<file path="config.mk">
export PLATFORM = sky130hd
export DESIGN_NAME = ctm_mul
export DESIGN_NICKNAME = d
export VERILOG_FILES = /design/src/rtl/ctm_pkg.sv /design/src/rtl/ctm_fa.sv /design/src/rtl/ctm_cmp.sv /design/src/rtl/ctm_stage.sv /design/src/rtl/ctm_pfx_add.sv /design/src/rtl/ctm_mul.sv
export SDC_FILE = /design/constraint.sdc
export NUM_CORES = 1
export LEC_CHECK = 0
export ABC_AREA = 1
export BUFFER_PORTS_ARGS = -buffer_cell sky130_fd_sc_hd__buf_2
export CORE_MARGIN = 4
export CORE_UTILIZATION = 40
export DETAILED_ROUTE_END_ITERATION = 7
export GPL_ROUTABILITY_DRIVEN = 0
export PLACE_DENSITY = 0.65
export SLEW_MARGIN = 10
export SYNTH_ARGS = -nofsm -noshare
export SYNTH_HDL_FRONTEND = slang
export SYNTH_SLANG_ARGS = --single-unit
</file>
<file path="constraint.sdc">
create_clock -name vclk -period 9.2
set_input_delay 2.3 -clock vclk [all_inputs]
set_output_delay 2.3 -clock vclk [all_outputs]
set_load 0.005 [all_outputs]
</file>
<file path="src/rtl/ctm_pkg.sv">
package ctm_pkg;

  function automatic int imax(input int a, input int b);
    return (a > b) ? a : b;
  endfunction

  // column array depth: one spare slot keeps pass-through slices non-empty
  function automatic int col_depth(input int op_w, input int hi);
    return imax(op_w, hi) + 1;
  endfunction

  // rows of 4:2 cells needed after the wide stage before a 3:2 row finishes
  function automatic int mid_stages(input int op_w, input int hi);
    int h;
    int n;
    h = 2 + ((op_w > hi) ? op_w - hi : 0);
    n = 0;
    while (h > 3) begin
      h = 2 + ((h > 4) ? h - 4 : 0);
      n++;
    end
    return n;
  endfunction

  function automatic int stage_order(input int s, input int nstg, input int hi);
    if (s == 0) return hi;
    if (s == nstg - 1) return 3;
    return 4;
  endfunction

endpackage

</file>
<file path="src/rtl/ctm_fa.sv">
module ctm_fa (
  input  logic a_i,
  input  logic b_i,
  input  logic c_i,
  output logic s_o,
  output logic c_o
);
  assign s_o = a_i ^ b_i ^ c_i;
  assign c_o = (a_i & b_i) | (c_i & (a_i ^ b_i));
endmodule

</file>
<file path="src/rtl/ctm_cmp.sv">
// N:2 compressor: ci_i[j] enters adder j+1, co_o[j] leaves adder j
module ctm_cmp #(
  parameter int N = 4
) (
  input  logic [N-1:0] x_i,
  input  logic [N-4:0] ci_i,
  output logic [N-4:0] co_o,
  output logic         s_o,
  output logic         c_o
);
  logic [N-4:0] t;

  ctm_fa u_fa_first (
    .a_i(x_i[0]), .b_i(x_i[1]), .c_i(x_i[2]),
    .s_o(t[0]),   .c_o(co_o[0])
  );

  for (genvar j = 1; j <= N - 4; j++) begin : g_mid
    ctm_fa u_fa (
      .a_i(t[j-1]), .b_i(x_i[j+2]), .c_i(ci_i[j-1]),
      .s_o(t[j]),   .c_o(co_o[j])
    );
  end

  ctm_fa u_fa_last (
    .a_i(t[N-4]), .b_i(x_i[N-1]), .c_i(ci_i[N-4]),
    .s_o(s_o),    .c_o(c_o)
  );
endmodule

</file>
<file path="src/rtl/ctm_stage.sv">
// One reduction row: order K cell per column, K==3 means plain full adders
module ctm_stage #(
  parameter int COLS = 16,
  parameter int H    = 9,
  parameter int K    = 4
) (
  input  logic [COLS-1:0][H-1:0] col_i,
  output logic [COLS-1:0][H-1:0] col_o
);
  logic [COLS-1:0] sum;
  logic [COLS-1:0] hi;

  if (K == 3) begin : g_fa
    for (genvar c = 0; c < COLS; c++) begin : g_col
      ctm_fa u_fa (
        .a_i(col_i[c][0]), .b_i(col_i[c][1]), .c_i(col_i[c][2]),
        .s_o(sum[c]),      .c_o(hi[c])
      );
    end
  end else begin : g_cmp
    localparam int LW = K - 3;
    logic [LW-1:0] lat [COLS+1];
    logic [LW-1:0] unused_lat;
    assign lat[0] = '0;
    for (genvar c = 0; c < COLS; c++) begin : g_col
      ctm_cmp #(.N(K)) u_cmp (
        .x_i(col_i[c][K-1:0]), .ci_i(lat[c]), .co_o(lat[c+1]),
        .s_o(sum[c]),          .c_o(hi[c])
      );
    end
    // weight beyond the top column is dropped: result is modulo 2^COLS
    assign unused_lat = lat[COLS];
  end

  logic unused_hi;
  assign unused_hi = hi[COLS-1];

  for (genvar c = 0; c < COLS; c++) begin : g_out
    if (c == 0) begin : g_lsb
      assign col_o[c] = {{(K-2){1'b0}}, col_i[c][H-1:K], 1'b0, sum[c]};
    end else begin : g_up
      assign col_o[c] = {{(K-2){1'b0}}, col_i[c][H-1:K], hi[c-1], sum[c]};
    end
  end
endmodule

</file>
<file path="src/rtl/ctm_pfx_add.sv">
module ctm_pfx_add #(
  parameter int W = 16
) (
  input  logic [W-1:0] a_i,
  input  logic [W-1:0] b_i,
  output logic [W-1:0] sum_o
);
  localparam int L = $clog2(W);

  logic [W-1:0] g [L+1];
  logic [W-1:0] p [L+1];

  assign g[0] = a_i & b_i;
  assign p[0] = a_i ^ b_i;

  for (genvar l = 0; l < L; l++) begin : g_lvl
    localparam int D = 1 << l;
    for (genvar i = 0; i < W; i++) begin : g_bit
      if (i >= D) begin : g_merge
        assign g[l+1][i] = g[l][i] | (p[l][i] & g[l][i-D]);
        assign p[l+1][i] = p[l][i] & p[l][i-D];
      end else begin : g_pass
        assign g[l+1][i] = g[l][i];
        assign p[l+1][i] = p[l][i];
      end
    end
  end

  assign sum_o[0] = p[0][0];
  for (genvar i = 1; i < W; i++) begin : g_sum
    assign sum_o[i] = p[0][i] ^ g[L][i-1];
  end

  logic unused_pg;
  assign unused_pg = ^{p[L], g[L][W-1]};
endmodule

</file>
<file path="src/rtl/ctm_mul.sv">
module ctm_mul #(
  parameter int OP_W     = 8,
  parameter int HI_ORDER = 7   // 5, 6 or 7
) (
  input  logic [OP_W-1:0]   a_i,
  input  logic [OP_W-1:0]   b_i,
  output logic [2*OP_W-1:0] prod_o
);
  localparam int COLS = 2 * OP_W;
  localparam int H    = ctm_pkg::col_depth(OP_W, HI_ORDER);
  localparam int NMID = ctm_pkg::mid_stages(OP_W, HI_ORDER);
  localparam int NSTG = NMID + 2;

  logic [COLS-1:0][H-1:0] pp;
  logic [COLS-1:0][H-1:0] st [NSTG+1];

  always_comb begin
    pp = '0;
    for (int i = 0; i < OP_W; i++) begin
      for (int j = 0; j < OP_W; j++) begin
        pp[i+j][(i + j < OP_W) ? j : OP_W - 1 - i] = a_i[i] & b_i[j];
      end
    end
  end

  assign st[0] = pp;

  for (genvar s = 0; s < NSTG; s++) begin : g_stage
    ctm_stage #(
      .COLS(COLS),
      .H   (H),
      .K   (ctm_pkg::stage_order(s, NSTG, HI_ORDER))
    ) u_stage (
      .col_i(st[s]),
      .col_o(st[s+1])
    );
  end

  logic [COLS-1:0]        row0;
  logic [COLS-1:0]        row1;
  logic [COLS-1:0][H-3:0] unused_rows;

  for (genvar c = 0; c < COLS; c++) begin : g_rows
    assign row0[c]        = st[NSTG][c][0];
    assign row1[c]        = st[NSTG][c][1];
    assign unused_rows[c] = st[NSTG][c][H-1:2];
  end

  ctm_pfx_add #(.W(COLS)) u_add (
    .a_i  (row0),
    .b_i  (row1),
    .sum_o(prod_o)
  );
endmodule

</file>
## Yosys cells after proc, flatten, opt, wreduce, memory -nomap -nowiden

Index checks and enable logic that the tools add are counted.

| cells by class | value |
|---|---|
| bitwise gates (word level) | 449 |

Operators with widths:

| cell | count |
|---|---|
| 1-bit bitwise AND | 244 |
| 1-bit bitwise XOR | 122 |
| 1-bit OR | 81 |
| 16-bit bitwise XOR | 1 |
| 15-bit bitwise AND | 1 |

| storage, ports and cells | value |
|---|---|
| bits in registers | 0 |
| input port bits | 16 |
| output and inout bits | 16 |
| word-level logic and storage cells | 449 |

## Logic depth before layout (Yosys ltp)

| depth | value |
|---|---|
| word-level depth | 24 |
| mapped depth | 18 |
| mapped depth without buffers | 17 |

## Cells and area by module

A second synthesis with hierarchy kept.

| unflattened totals | value |
|---|---|
| cell total of the unflattened synthesis | 649 |
| area, all modules | 5128.7 µm² |

By module, submodules not included:

| module | times used | cells each | area each (µm²) | seq. area each (µm²) |
|---|---|---|---|---|
| ctm_fa | 96 | 1 | 20.0 | 0.0 |
| ctm_stage | 2 | 114 | 852.1 | 0.0 |
| ctm_pfx_add | 1 | 180 | 938.4 | 0.0 |
| ctm_mul | 1 | 145 | 564.3 | 0.0 |

## Least setup slack after synthesis

No wires, ideal clock.

| timing path | value |
|---|---|
| kind | input -> output |
| start point | in b_i[0] |
| end point | out prod_o[15] |
| data arrival time | 6.721 ns |
| data required time | 6.900 ns |
| setup slack | 0.179 ns |
| stages | 17 |
| path buffers | 1 |
| cell sequence | clkbuf_1 -> nand2_1 -> fa_1 -> inv_1 -> fa_1 -> fa_1 -> fa_1 -> fa_1 -> fa_1 -> ha_1 -> fa_1 -> nand2_1 -> nand2_1 -> nand3_1 -> nand2_1 -> nand2_1 -> nand2_1 |

| between the ends | value |
|---|---|
| word-level cells in the longest chain between the ends | 24 |
| elaborated cells between the ends (all ways) | 211 |
| classes of those cells | 211 x bitwise |

Ends and longest elaborated chain:

| what | RTL line | text |
|---|---|---|
| start: declaration | ctm_mul.sv:6 | `input logic [OP_W-1:0] b_i,` |
| 1-bit bitwise AND | ctm_mul.sv:21 | `pp[i+j][(i + j < OP_W) ? j : OP_W - 1 - i] = a_i[i] & b_i[j];` |
| 1-bit bitwise XOR | ctm_fa.sv:8, ctm_fa.sv:9 |  |
| 1-bit bitwise AND / 1-bit bitwise XOR (equally long branches) | ctm_fa.sv:9, ctm_fa.sv:8 |  |
| 1-bit OR / 1-bit bitwise XOR (equally long branches) | ctm_fa.sv:9, ctm_fa.sv:8 |  |
| 1-bit bitwise AND / 1-bit bitwise XOR (equally long branches) | ctm_fa.sv:9, ctm_fa.sv:8 |  |
| 1-bit OR / 1-bit bitwise XOR (equally long branches) | ctm_fa.sv:9, ctm_fa.sv:8 |  |
| 1-bit bitwise AND / 1-bit bitwise XOR (equally long branches) | ctm_fa.sv:9, ctm_fa.sv:8 |  |
| 1-bit OR / 1-bit bitwise XOR (equally long branches) | ctm_fa.sv:9, ctm_fa.sv:8 |  |
| (+8 left out) | -- |  |
| 1-bit bitwise AND | ctm_pfx_add.sv:20 | `assign g[l+1][i] = g[l][i] \| (p[l][i] & g[l][i-D]);` |
| 1-bit OR | ctm_pfx_add.sv:20 |  |
| 1-bit bitwise AND | ctm_pfx_add.sv:20 |  |
| 1-bit OR | ctm_pfx_add.sv:20 |  |
| 1-bit bitwise AND | ctm_pfx_add.sv:20 |  |
| 1-bit OR | ctm_pfx_add.sv:20 |  |
| 1-bit OR * | ctm_pfx_add.sv:20 |  |
| 1-bit bitwise XOR * | ctm_pfx_add.sv:31 | `assign sum_o[i] = p[0][i] ^ g[L][i-1];` |
| end: declaration | ctm_mul.sv:7 | `output logic [2*OP_W-1:0] prod_o` |

Mark *: on every way between the ends. The rest lies on a longest branch, timed or not.

## Final worst setup path

| timing path | value |
|---|---|
| start point | in b_i[2] |
| end point | out prod_o[15] |

| between the ends | value |
|---|---|
| word-level cells in the longest chain between the ends | 23 |
| elaborated cells between the ends (all ways) | 238 |
| classes of those cells | 238 x bitwise |

Ends and longest elaborated chain:

| what | RTL line | text |
|---|---|---|
| 1-bit bitwise AND | ctm_mul.sv:21 |  |
| 1-bit bitwise AND / 1-bit bitwise XOR (equally long branches) | ctm_fa.sv:9, ctm_fa.sv:8 |  |
| 1-bit OR / 1-bit bitwise XOR (equally long branches) | ctm_fa.sv:9, ctm_fa.sv:8 |  |
| 1-bit bitwise AND / 1-bit bitwise XOR (equally long branches) | ctm_fa.sv:9, ctm_fa.sv:8 |  |
| 1-bit OR / 1-bit bitwise XOR (equally long branches) | ctm_fa.sv:9, ctm_fa.sv:8 |  |
| 1-bit bitwise AND / 1-bit bitwise XOR (equally long branches) | ctm_fa.sv:9, ctm_fa.sv:8 |  |
| 1-bit OR / 1-bit bitwise XOR (equally long branches) | ctm_fa.sv:9, ctm_fa.sv:8 |  |
| 1-bit bitwise AND / 1-bit bitwise XOR (equally long branches) | ctm_fa.sv:9, ctm_fa.sv:8 |  |
| (+6 left out) | -- |  |
| 16-bit bitwise XOR | ctm_pfx_add.sv:14 | `assign p[0] = a_i ^ b_i;` |
| 1-bit bitwise AND | ctm_pfx_add.sv:20 |  |
| 1-bit OR | ctm_pfx_add.sv:20 |  |
| 1-bit bitwise AND | ctm_pfx_add.sv:20 |  |
| 1-bit OR | ctm_pfx_add.sv:20 |  |
| 1-bit bitwise AND | ctm_pfx_add.sv:20 |  |
| 1-bit OR (2 in a row) | ctm_pfx_add.sv:20 |  |
| 1-bit bitwise XOR * | ctm_pfx_add.sv:31 |  |

Marked as above.

==> impl_results.md <==
* Max Cap Viol at 0
* Avg Vias per Cell at roughly 4.5
* Clock buffer cells at 0
* Share of layout cells above drive strength 1 at 0.1483
* Post-synthesis mux area share at 0
* First-pass GRT wire length at between 7000 and 8000 µm
* Synthesized area per cell at between 7 and 8 µm²
* Worst-Margin Slew at 0.1739 ns
* HP Class: primary input to primary output
* Layout Nets at around 410
* Largest net degree at the start of global routing at 9
* Fmax at 112.1 MHz
* Initial antenna violation count at 0
* Reg area at 0 µm²
* Commonest non-fill, non-tap cells in the layout: nand2_1 (107), inv_1 (73), ha_1 (36)
* Core ar. at about 5000 µm²
* DRC errors left at 0
* Top cells by area, synth: fa_1 (35%), ha_1 (22%), nand2_1 (19%)
* GRT overflow at 0
* Crit path capture: prod_o[15]
* Seq/Total Area, Yosys at 0
* Via count at 1745
* Vias in the first global route at ~1700
* Antenna diode count at 0
* XOR/XNOR share of the synthesized area at 0.01633
* Ys Warns at 0
* Die Width at between 80 and 90 µm
* Final Total Pwr at approximately 430 µW
* Post-synth top area share at 0.3545
* Final WL at around 3900 µm
* Worst vdd ir at roughly 0.18 mV
* Post-synthesis simple-gate area fraction at 0.2210
* IO buf count at 32
* Final setup fails at 0
* Kind of critical path: primary input to primary output
* Synth Area in Adders at 0.5761
* Critical-path maximum fanout at 5
* Average wire per standard cell at just over 10 µm
* Final setup TNS at 0 ns
* WP data required at ~6.9 ns
* Post-DP HPWL at around 3500 µm
* I/O pin count at 32
* Rel. slew slack at 0.8833
* Critical path endpoint category: primary output
* Syn Inst Count at 301
* Max-slew violations at 0
* Run status: complete, no violations
* Die Y at 81.24 µm
* Initial Util at 0.4175
* Arrival time worst endpoint at roughly 6.6 ns
* CP Launch Type: primary input
* RSZ-0062 raised after global routing: no
* Cell taking the most area after synthesis: fa_1
* Post-Syn Area at 2146 µm²
* Seq Cell Count at 0
* Compound-Gate Fraction of Synth Area at 0.004665
* Tcrit/Tclk final at 0.9698
* PD cells at 182.4 nW/µm²
* Largest family of logic cells by synthesized area: adder cells
* Util after Layout at 0.4603
* Postcts setup bufs at 0
* Commonest non-fill, non-tap cell in the layout: nand2_1
* DR iter-0 viols at 68
* Final min period at approximately 8.9 ns
* DRT antenna net count at 0
* Area delta synth->final at 10.26%
* Tot GR Track Use at 0.1299
* Final Hold Viols at 0
* Cell variety after synth at 14
* Crit path from: b_i[2]
* Post-CTS Hold Buffers at 0
* Die Area at 6600 µm²
* Lkg Pwr at approximately 1.6 nW
* DRT Pass-1 Iters at 4
* Row count at 26
* Syn Nets at 393
[cell type report]
cell class	count	area (µm²)
Multi-Input combinational cell	204	1785
Tap cell	70	87.58
Timing Repair Buffer	39	215.2
Fill cell	566	2774
Inverter	74	277.8
[cell usage after synthesis]
| cell | count |
|---|---|
| nand2_1 | 107 |
| nand4_1 | 1 |
| nand3_1 | 6 |
| nor2_1 | 6 |
| or2_1 | 1 |
| a21oi_1 | 2 |
| ha_1 | 38 |
| clkbuf_1 | 16 |
| inv_1 | 74 |
| buf_4 | 7 |
| xnor2_1 | 2 |
| fa_1 | 38 |
| nand3b_1 | 1 |
| xor2_1 | 2 |
[power by group]
part	internal, mW	switching, mW	leakage, nW
clock	0	0	0
sequential	0	0	0
combinational	0.199	0.233	1.56
total	0.199	0.233	1.56
[metrics by stage]
step | setup slack (ns) | hold slack (ns) | std cells | instance area [µm²]
finish | 0.2775 | 4.956 | 387 | 2366
global route | 0.03741 | 4.987 | 387 | 2366
CTS | 0.002077 | 4.958 | 387 | 2336
detailed placement | -0.01294 | 4.957 | 387 | 2333
global placement | 0.04924 | 4.959 | 387 | 2333
floorplan | 0.1790 | 4.963 | 301 | 2146
[routing by layer]
layer / track usage / share of wire / vias up
li1: - / - / 887
met3: 0.009978 / 0.042 / 6
met4: 0.01520 / 0.015 / 0
met2: 0.2307 / 0.48 / 38
met5: 0 / 0 / -
met1: 0.1771 / 0.47 / 814
[timing repair]
item / CTS / global route
pin swaps: 3 / 11
resized for setup: 1 / 8
setup endpoints to repair: 1 / 3
[cell families (layout without fill, tap and decap cells)]
kind of cell | after synthesis | in the layout
AO/OA/AOI/OAI | 2 | 2
XOR/XNOR | 4 | 4
adder cells (fa/ha/maj) | 76 | 76
buffers and inverters | 97 | 113
AND/OR/NAND/NOR | 122 | 122
[worst min-delay path by stage]
stage | slack (ns) | end | depth (start not counted) | startpoint
after global placement | 4.96 | prod_o[0] | 4 | a_i[0]
after CTS | 4.96 | prod_o[0] | 4 | a_i[0]
after floorplan | 4.96 | prod_o[0] | 4 | a_i[0]
after detailed placement | 4.96 | prod_o[0] | 4 | a_i[0]
after global routing | 4.99 | prod_o[0] | 4 | a_i[0]
final | 4.96 | prod_o[0] | 4 | a_i[0]
[worst max-delay path: stages]
cell and delay (ns):
buf_2 0.12, buf_4 0.14, nand2_1 0.07, fa_1 0.43, fa_1 0.51, inv_1 0.06, fa_1 0.48, fa_2 0.51
fa_2 0.41, fa_1 0.47, ha_2 0.22, fa_2 0.34, nand2_1 0.07, nand2_1 0.10, nand3_2 0.11, nand2_1 0.05
nand2_1 0.06, nand2_1 0.05, buf_2 0.12
(Power assumes the default switching activity.)
